**src/rtl/alloc_pkg.sv**
```systemverilog
package alloc_pkg;
  localparam int IDX_W = 5;          // channel index width, up to 32 channels
  localparam int MAP_W = 8;          // binding entry width
  localparam int NUM_LVL = 4;        // priority levels from index bits 3:2

  typedef struct packed {
    logic             grantEn;
    logic             noneEn;
    logic             relEn;
    logic [IDX_W-1:0] grantIdx;
    logic [IDX_W-1:0] relIdx;
  } alloc_strb_t;
endpackage

```
**src/rtl/chan_search.sv**
```systemverilog
module chan_search
  import alloc_pkg::*;
#(
  parameter int CHAN_COUNT = 32
) (
  input  logic [CHAN_COUNT-1:0] freeMask,
  output logic                  hit,
  output logic [IDX_W-1:0]      idx
);
  localparam int MAX_LVL = ((CHAN_COUNT - 1) % 16) / 4;

  function automatic logic [CHAN_COUNT-1:0] levelMask(input int lvl);
    logic [CHAN_COUNT-1:0] m;
    for (int i = 0; i < CHAN_COUNT; i++) m[i] = (((i % 16) / 4) == lvl);
    return m;
  endfunction

  logic [NUM_LVL-1:0] lvlHit;
  logic [IDX_W-1:0]   lvlIdx [NUM_LVL];

  for (genvar g = 0; g < NUM_LVL; g++) begin : gLvl
    logic [CHAN_COUNT-1:0] lvlFree;
    logic [IDX_W-1:0]      lowIdx;
    if (g <= MAX_LVL) begin : gOn
      assign lvlFree = freeMask & levelMask(g);
    end else begin : gOff
      assign lvlFree = '0;
    end
    always_comb begin
      lowIdx = '0;
      for (int i = CHAN_COUNT - 1; i >= 0; i--) begin
        if (lvlFree[i]) lowIdx = IDX_W'(i);
      end
    end
    assign lvlHit[g] = |lvlFree;
    assign lvlIdx[g] = lowIdx;
  end

  always_comb begin
    hit = 1'b0;
    idx = '0;
    for (int l = NUM_LVL - 1; l >= 0; l--) begin
      if (lvlHit[l]) begin
        hit = 1'b1;
        idx = lvlIdx[l];
      end
    end
  end
endmodule

```
**src/rtl/alloc_ctrl.sv**
```systemverilog
module alloc_ctrl
  import alloc_pkg::*;
#(
  parameter int CHAN_COUNT = 32
) (
  input  logic                  clk,
  input  logic                  rstN,
  input  logic                  reqValid,
  input  logic                  relValid,
  input  logic [IDX_W-1:0]      relChan,
  input  logic [CHAN_COUNT-1:0] busy,
  output alloc_strb_t           strb
);
  logic [CHAN_COUNT-1:0] relHot;
  logic [CHAN_COUNT-1:0] freeMask;
  logic                  relOk;
  logic                  found;
  logic [IDX_W-1:0]      foundIdx;

  // out-of-range channel numbers shift to zero and are ignored
  assign relHot   = CHAN_COUNT'(1) << relChan;
  assign relOk    = relValid && |(busy & relHot);
  // release is applied before the search
  assign freeMask = ~busy | (relOk ? relHot : '0);

  chan_search #(.CHAN_COUNT(CHAN_COUNT)) u_search (
    .freeMask (freeMask),
    .hit      (found),
    .idx      (foundIdx)
  );

  always_comb begin
    strb          = '0;
    strb.relEn    = relOk;
    strb.relIdx   = relChan;
    strb.grantEn  = reqValid && found;
    strb.noneEn   = reqValid && !found;
    strb.grantIdx = foundIdx;
  end

  AST_GRANT_IS_FREE: assert property (@(posedge clk) disable iff (!rstN)
    strb.grantEn |-> (!busy[strb.grantIdx] || (strb.relEn && strb.relIdx == strb.grantIdx)));
  AST_NONE_TOP_FULL: assert property (@(posedge clk) disable iff (!rstN)
    (strb.noneEn && !strb.relEn) |-> (&busy[3:0]));
endmodule

```
**src/rtl/alloc_datapath.sv**
```systemverilog
module alloc_datapath
  import alloc_pkg::*;
#(
  parameter int CHAN_COUNT = 32,
  parameter int LINE_W     = 6
) (
  input  logic                  clk,
  input  logic                  rstN,
  input  alloc_strb_t           strb,
  input  logic [LINE_W-1:0]     reqLine,
  output logic [CHAN_COUNT-1:0] busy,
  output logic                  grantValid,
  output logic                  grantNone,
  output logic [IDX_W-1:0]      grantChan,
  output logic                  mapSetEn,
  output logic [LINE_W-1:0]     mapSetLine,
  output logic [MAP_W-1:0]      mapSetData,
  output logic                  mapClrEn,
  output logic [LINE_W-1:0]     mapClrLine
);
  logic [LINE_W-1:0]     lineOf [CHAN_COUNT];
  logic [CHAN_COUNT-1:0] relHot;
  logic [CHAN_COUNT-1:0] grantHot;

  assign relHot   = strb.relEn   ? (CHAN_COUNT'(1) << strb.relIdx)   : '0;
  assign grantHot = strb.grantEn ? (CHAN_COUNT'(1) << strb.grantIdx) : '0;

  always_ff @(posedge clk) begin
    if (!rstN) begin
      busy       <= '0;
      grantValid <= 1'b0;
      grantNone  <= 1'b0;
      grantChan  <= '0;
      mapSetEn   <= 1'b0;
      mapSetLine <= '0;
      mapClrEn   <= 1'b0;
      mapClrLine <= '0;
      for (int i = 0; i < CHAN_COUNT; i++) lineOf[i] <= '0;
    end else begin
      grantValid <= strb.grantEn;
      grantNone  <= strb.noneEn;
      mapSetEn   <= strb.grantEn;
      mapClrEn   <= strb.relEn;
      if (strb.relEn) mapClrLine <= lineOf[strb.relIdx];
      if (strb.grantEn) begin
        grantChan              <= strb.grantIdx;
        mapSetLine             <= reqLine;
        lineOf[strb.grantIdx]  <= reqLine;
      end
      busy <= (busy & ~relHot) | grantHot;
    end
  end

  assign mapSetData = {1'b1, 2'b00, grantChan};

  AST_GRANT_HELD: assert property (@(posedge clk) disable iff (!rstN)
    grantValid |-> busy[grantChan]);
  AST_ONE_ANSWER: assert property (@(posedge clk) disable iff (!rstN)
    !(grantValid && grantNone));
  AST_NONE_KEEPS_STATE: assert property (@(posedge clk) disable iff (!rstN)
    (strb.noneEn && !strb.relEn) |=> ($stable(busy) && !mapSetEn));
  AST_MAP_FORMAT: assert property (@(posedge clk) disable iff (!rstN)
    mapSetEn |-> (mapSetData[7] && mapSetData[6:5] == 2'b00 && mapSetData[4:0] == grantChan));
  AST_RELEASE_FREES: assert property (@(posedge clk) disable iff (!rstN)
    (strb.relEn && !(strb.grantEn && strb.grantIdx == strb.relIdx)) |=> !busy[$past(strb.relIdx)]);
endmodule

```
**src/rtl/chan_alloc.sv**
```systemverilog
module chan_alloc
  import alloc_pkg::*;
#(
  parameter int CHAN_COUNT = 32,
  parameter int LINE_COUNT = 64,
  localparam int LINE_W    = $clog2(LINE_COUNT)
) (
  input  logic                  clk,
  input  logic                  rstN,
  input  logic                  reqValid,
  input  logic [LINE_W-1:0]     reqLine,
  input  logic                  relValid,
  input  logic [IDX_W-1:0]      relChan,
  output logic                  grantValid,
  output logic                  grantNone,
  output logic [IDX_W-1:0]      grantChan,
  output logic                  mapSetEn,
  output logic [LINE_W-1:0]     mapSetLine,
  output logic [MAP_W-1:0]      mapSetData,
  output logic                  mapClrEn,
  output logic [LINE_W-1:0]     mapClrLine,
  output logic [CHAN_COUNT-1:0] busyMask
);
  alloc_strb_t           strb;
  logic [CHAN_COUNT-1:0] busy;

  alloc_ctrl #(.CHAN_COUNT(CHAN_COUNT)) u_ctrl (
    .clk      (clk),
    .rstN     (rstN),
    .reqValid (reqValid),
    .relValid (relValid),
    .relChan  (relChan),
    .busy     (busy),
    .strb     (strb)
  );

  alloc_datapath #(.CHAN_COUNT(CHAN_COUNT), .LINE_W(LINE_W)) u_dp (
    .clk        (clk),
    .rstN       (rstN),
    .strb       (strb),
    .reqLine    (reqLine),
    .busy       (busy),
    .grantValid (grantValid),
    .grantNone  (grantNone),
    .grantChan  (grantChan),
    .mapSetEn   (mapSetEn),
    .mapSetLine (mapSetLine),
    .mapSetData (mapSetData),
    .mapClrEn   (mapClrEn),
    .mapClrLine (mapClrLine)
  );

  assign busyMask = busy;
endmodule

```
**config.mk**
```make
export PLATFORM = sky130hd
export DESIGN_NAME = chan_alloc
export DESIGN_NICKNAME = d
export VERILOG_FILES = /design/src/rtl/alloc_pkg.sv /design/src/rtl/chan_search.sv /design/src/rtl/alloc_ctrl.sv /design/src/rtl/alloc_datapath.sv /design/src/rtl/chan_alloc.sv
export SDC_FILE = /design/constraint.sdc
export NUM_CORES = 1
export LEC_CHECK = 0
export ABC_CLOCK_PERIOD_IN_PS = 3800
export BUFFER_PORTS_ARGS = -buffer_cell sky130_fd_sc_hd__buf_2
export CAP_MARGIN = 20
export CORE_AREA = 2 2 160 162
export DETAILED_ROUTE_END_ITERATION = 10
export DIE_AREA = 0 0 162 164
export PLACE_DENSITY_LB_ADDON = 0.25
export REMOVE_ABC_BUFFERS = 1
export SKIP_CTS_REPAIR_TIMING = 1
export SLEW_MARGIN = 20
export SYNTH_ARGS = -nofsm -noshare
export SYNTH_HDL_FRONTEND = slang
export SYNTH_HIERARCHICAL = 1
export SYNTH_SLANG_ARGS = --single-unit
```
**constraint.sdc**
```tcl
create_clock -name clk -period 3.8 [get_ports clk]
set_input_delay 0.38 -clock clk [delete_from_list [all_inputs] [get_ports clk]]
set_output_delay 0.38 -clock clk [all_outputs]
set_load 0.05 [all_outputs]
```
==> flow_metrics.tcl <==
set metrics [dict create \
    critPathRequiredTime_ns 4.05 \
    critPathLaunchType "flip-flop" \
    ys_types 70 \
    synth_most_common_cell "edfxtp_1" \
    cts_tree "built" \
    htreeDepth 1 \
    synthArstFlopShare_pct 0 \
    hpwlAfterDp_um 27800 \
    finalSetupViolations 0 \
    antenna_cells 0 \
    status "finished, final reports clean" \
    period_minus_slack_ns 3.46 \
    ys_ff_latch 244 \
    drt_iter0_markers 1136 \
    final_hold_viol_count 0 \
    clockRootBuffer "clkbuf_16" \
    path_cells "o21ai_0 -> nor4_1 -> a31oi_1 -> a21oi_1 -> nand3_1 -> or3_1 -> nor3_1 -> nand2b_1 -> buf_4" \
    critPathMaxFanout 8 \
    drive_gt1_share_pct 28.4 \
    syn_to_final_growth_pct 20.3 \
    dr.pass1.iters 5 \
    final.period_utilization_pct 91.1 \
    fp.coreArea_um2 24800 \
    antenna_found_initial 0 \
    drc 0 \
    io_pins 76 \
    ir_worst_vdd_mv 0.311 \
    netlist_top_cells_area "edfxtp_1 (47%), dfxtp_1 (8.5%), mux4_2 (6.6%)" \
    path_buf_inv 1 \
    rsz0062_at_grt "false" \
    yosys_warnings 6 \
    max_cap_viol_count 0 \
    grt_max_degree 73 \
    p_sw_mw 1.45 \
    vias_per_cell 5.96 \
    clkLatencyLatePin_ns 0.53 \
    cpPeakStageDelay_ns 0.56 \
    worst_pin_slew_ns 0.774 \
    p_total_mw 6.26 \
    num_vias 9358 \
    seqPwrFrac_pct 48.3 \
    ys_seq_area_share_pct 55.5 \
    synth_cells 1050 \
    cts_buffers 26 \
    die_h_um 164 \
    multi_input_area_um2 4930 \
    swShare_pct 23.2 \
    start_util_pct 49.4 \
    cp.arrival_ns 3.71 \
    n_fill_cell 2099 \
    cellPowerDensity_nw_per_um2 424 \
    netlist_area_um2 12300 \
    seqCellArea_um2 6810 \
    end_kind "flip-flop" \
    fmax_mhz 289 \
    clockBufferDepth 3 \
    path_clk_slew_ns 0.06 \
    grt_first_pass_wirelength_um 57200 \
    clkSinkCount 244 \
    dieArea_um2 26600 \
    yosysTopAreaCell "edfxtp_1" \
    cp_slowest_cell "nor4_1" \
    grt_pass1_vias 9111 \
    gp_congestion 0.989 \
    synth_top_cell_area_share_pct 47.0 \
    critPathKind "flip-flop to flip-flop" \
    final_cells 1569 \
    power.internal_mw 4.80 \
    finClkSkew_ns 0.0147 \
    clkPwrFrac_pct 42.5 \
    routedWlPerCell_um 24.5 \
    drv_slew 0 \
    nets 1234 \
    portBuffers 72 \
    crit_family "simple AND/OR/NAND/NOR gates" \
    synth_top_cells_by_count "edfxtp_1 (192), and2_1 (127), nand2_1 (76)" \
    rows 58 \
    die_x_um 162 \
    avgSynthCellArea_um2 11.7 \
    grt_use_total_pct 28.9 \
    overflow 0 \
    power_frac_comb_pct 9.2 \
    wirelength_um 38400 \
    drtAntennaViolNets 0 \
    power.leakage_nw 6.03 \
    synth-edff-count 192 \
    dp_cells 1521 \
    max_slew_margin_pct 48.4 \
    synthFlopType "edfxtp_1" \
    hold_path_class "input port to flip-flop" \
]
==> area by class of cell <==
type,instances,area share [%]
Sequential cell,244,46.1
Multi-Input combinational cell,698,33.4
Timing Repair Buffer,237,11.2
Clock buffer,38,5.27
Tap cell,330,2.80
Clock inverter,10,0.890
Inverter,12,0.305
==> cell usage in the layout (no fill, tap or decap), types with 4 or more instances in the layout <==
cell type,netlist,final
o21a_1,4,4
nor3_2,4,6
clkinv_2,0,5
a31oi_1,7,7
a31o_2,14,14
o31ai_1,4,4
clkbuf_8,0,6
mux4_2,36,36
clkbuf_1,52,5
mux2_2,6,6
dfxtp_1,52,52
and2_1,127,127
o211ai_1,16,16
edfxtp_1,192,192
nor4_1,6,6
nand2b_1,18,18
nor2_1,57,57
a32oi_1,4,4
a21oi_1,12,12
and3_1,74,74
nand2_1,76,76
nand3b_1,4,4
buf_4,24,163
o21ai_0,59,59
buf_2,15,70
nor2b_1,21,21
nor3_1,15,13
buf_12,0,4
clkbuf_16,0,27
mux2i_1,40,40
nand3_1,23,23
a22oi_1,11,11
inv_1,12,12
==> layer usage <==
metal,part of all wire [%],track usage (%),up-vias
li1,-,-,4214
met1,43,40.8,4574
met2,45,45.7,478
met3,8.0,4.07,92
met4,3.9,10.9,0
met5,0,0,-
==> path summary, 6_finish.rpt <==
check,startpoint,endpoint,slack [ns],cells past startpoint
max,u_dp/busy[8]$_SDFF_PN0_,u_dp/lineOf[16][0]$_SDFFCE_PN0P_,0.34,9
min,reqValid,u_dp/grantNone$_SDFF_PN0_,0.30,3
max reg2reg,u_dp/busy[8]$_SDFF_PN0_,u_dp/lineOf[16][0]$_SDFFCE_PN0P_,0.34,9
min reg2reg,u_dp/mapSetLine[1]$_SDFFE_PN0P_,u_dp/mapSetLine[1]$_SDFFE_PN0P_,0.49,2
==> worst min-delay path, cell delays in order <==
cell,delay [ns]
buf_2,0.10
nor2b_1,0.16
and2_1,0.15
==> sequential cells by signal, indices dropped and copies added, names as in the netlist <==
register / cells
u_dp/grantNone: 1
u_dp/mapClrEn: 1
u_dp/mapSetEn: 1
u_dp/mapSetLine: 6
u_dp/busy: 32
u_dp/lineOf: 192
u_dp/grantChan: 5
u_dp/mapClrLine: 6
==> per-stage QoR <==
| stage | hold slack [ns] | setup WS, ns | TNS [ns] | utilization [%] | instance area, µm² |
|---|---|---|---|---|---|
| after floorplan | 0.498 | -0.708 | -34.53 | - | 11800 |
| after global placement | 0.477 | -0.124 | -1.89 | 55.8 | 13800 |
| after detailed placement | 0.479 | -0.0927 | -1.25 | 55.8 | 13800 |
| after CTS | 0.265 | 0.427 | 0 | 59.5 | 14800 |
| after global routing | 0.291 | 0.0934 | 0 | 59.5 | 14800 |
| final | 0.301 | 0.337 | 0 | 59.5 | 14800 |
==> cells by family after synthesis <==
logic type             Yosys count  synth area share (%)
multiplexers                    82                  10.4
AO/OA/AOI/OAI                  164                  9.23
buffers and inverters          109                  4.42
AND/OR/NAND/NOR                449                  20.4
other                            2                0.0612
flip-flops                     244                  55.5
==> power by group through the flow <==
stage          registers (mW)  logic, mW  clock network [mW]
2_1_floorplan            3.11      0.227                   0
3_3_place_gp             3.08      0.565                   0
3_5_place_dp             3.08      0.568                   0
4_1_cts                  3.03      0.570                2.69
5_1_grt                  3.03      0.606                2.79
6_report                 3.02      0.575                2.66
Power figures use the tool's default switching activity.
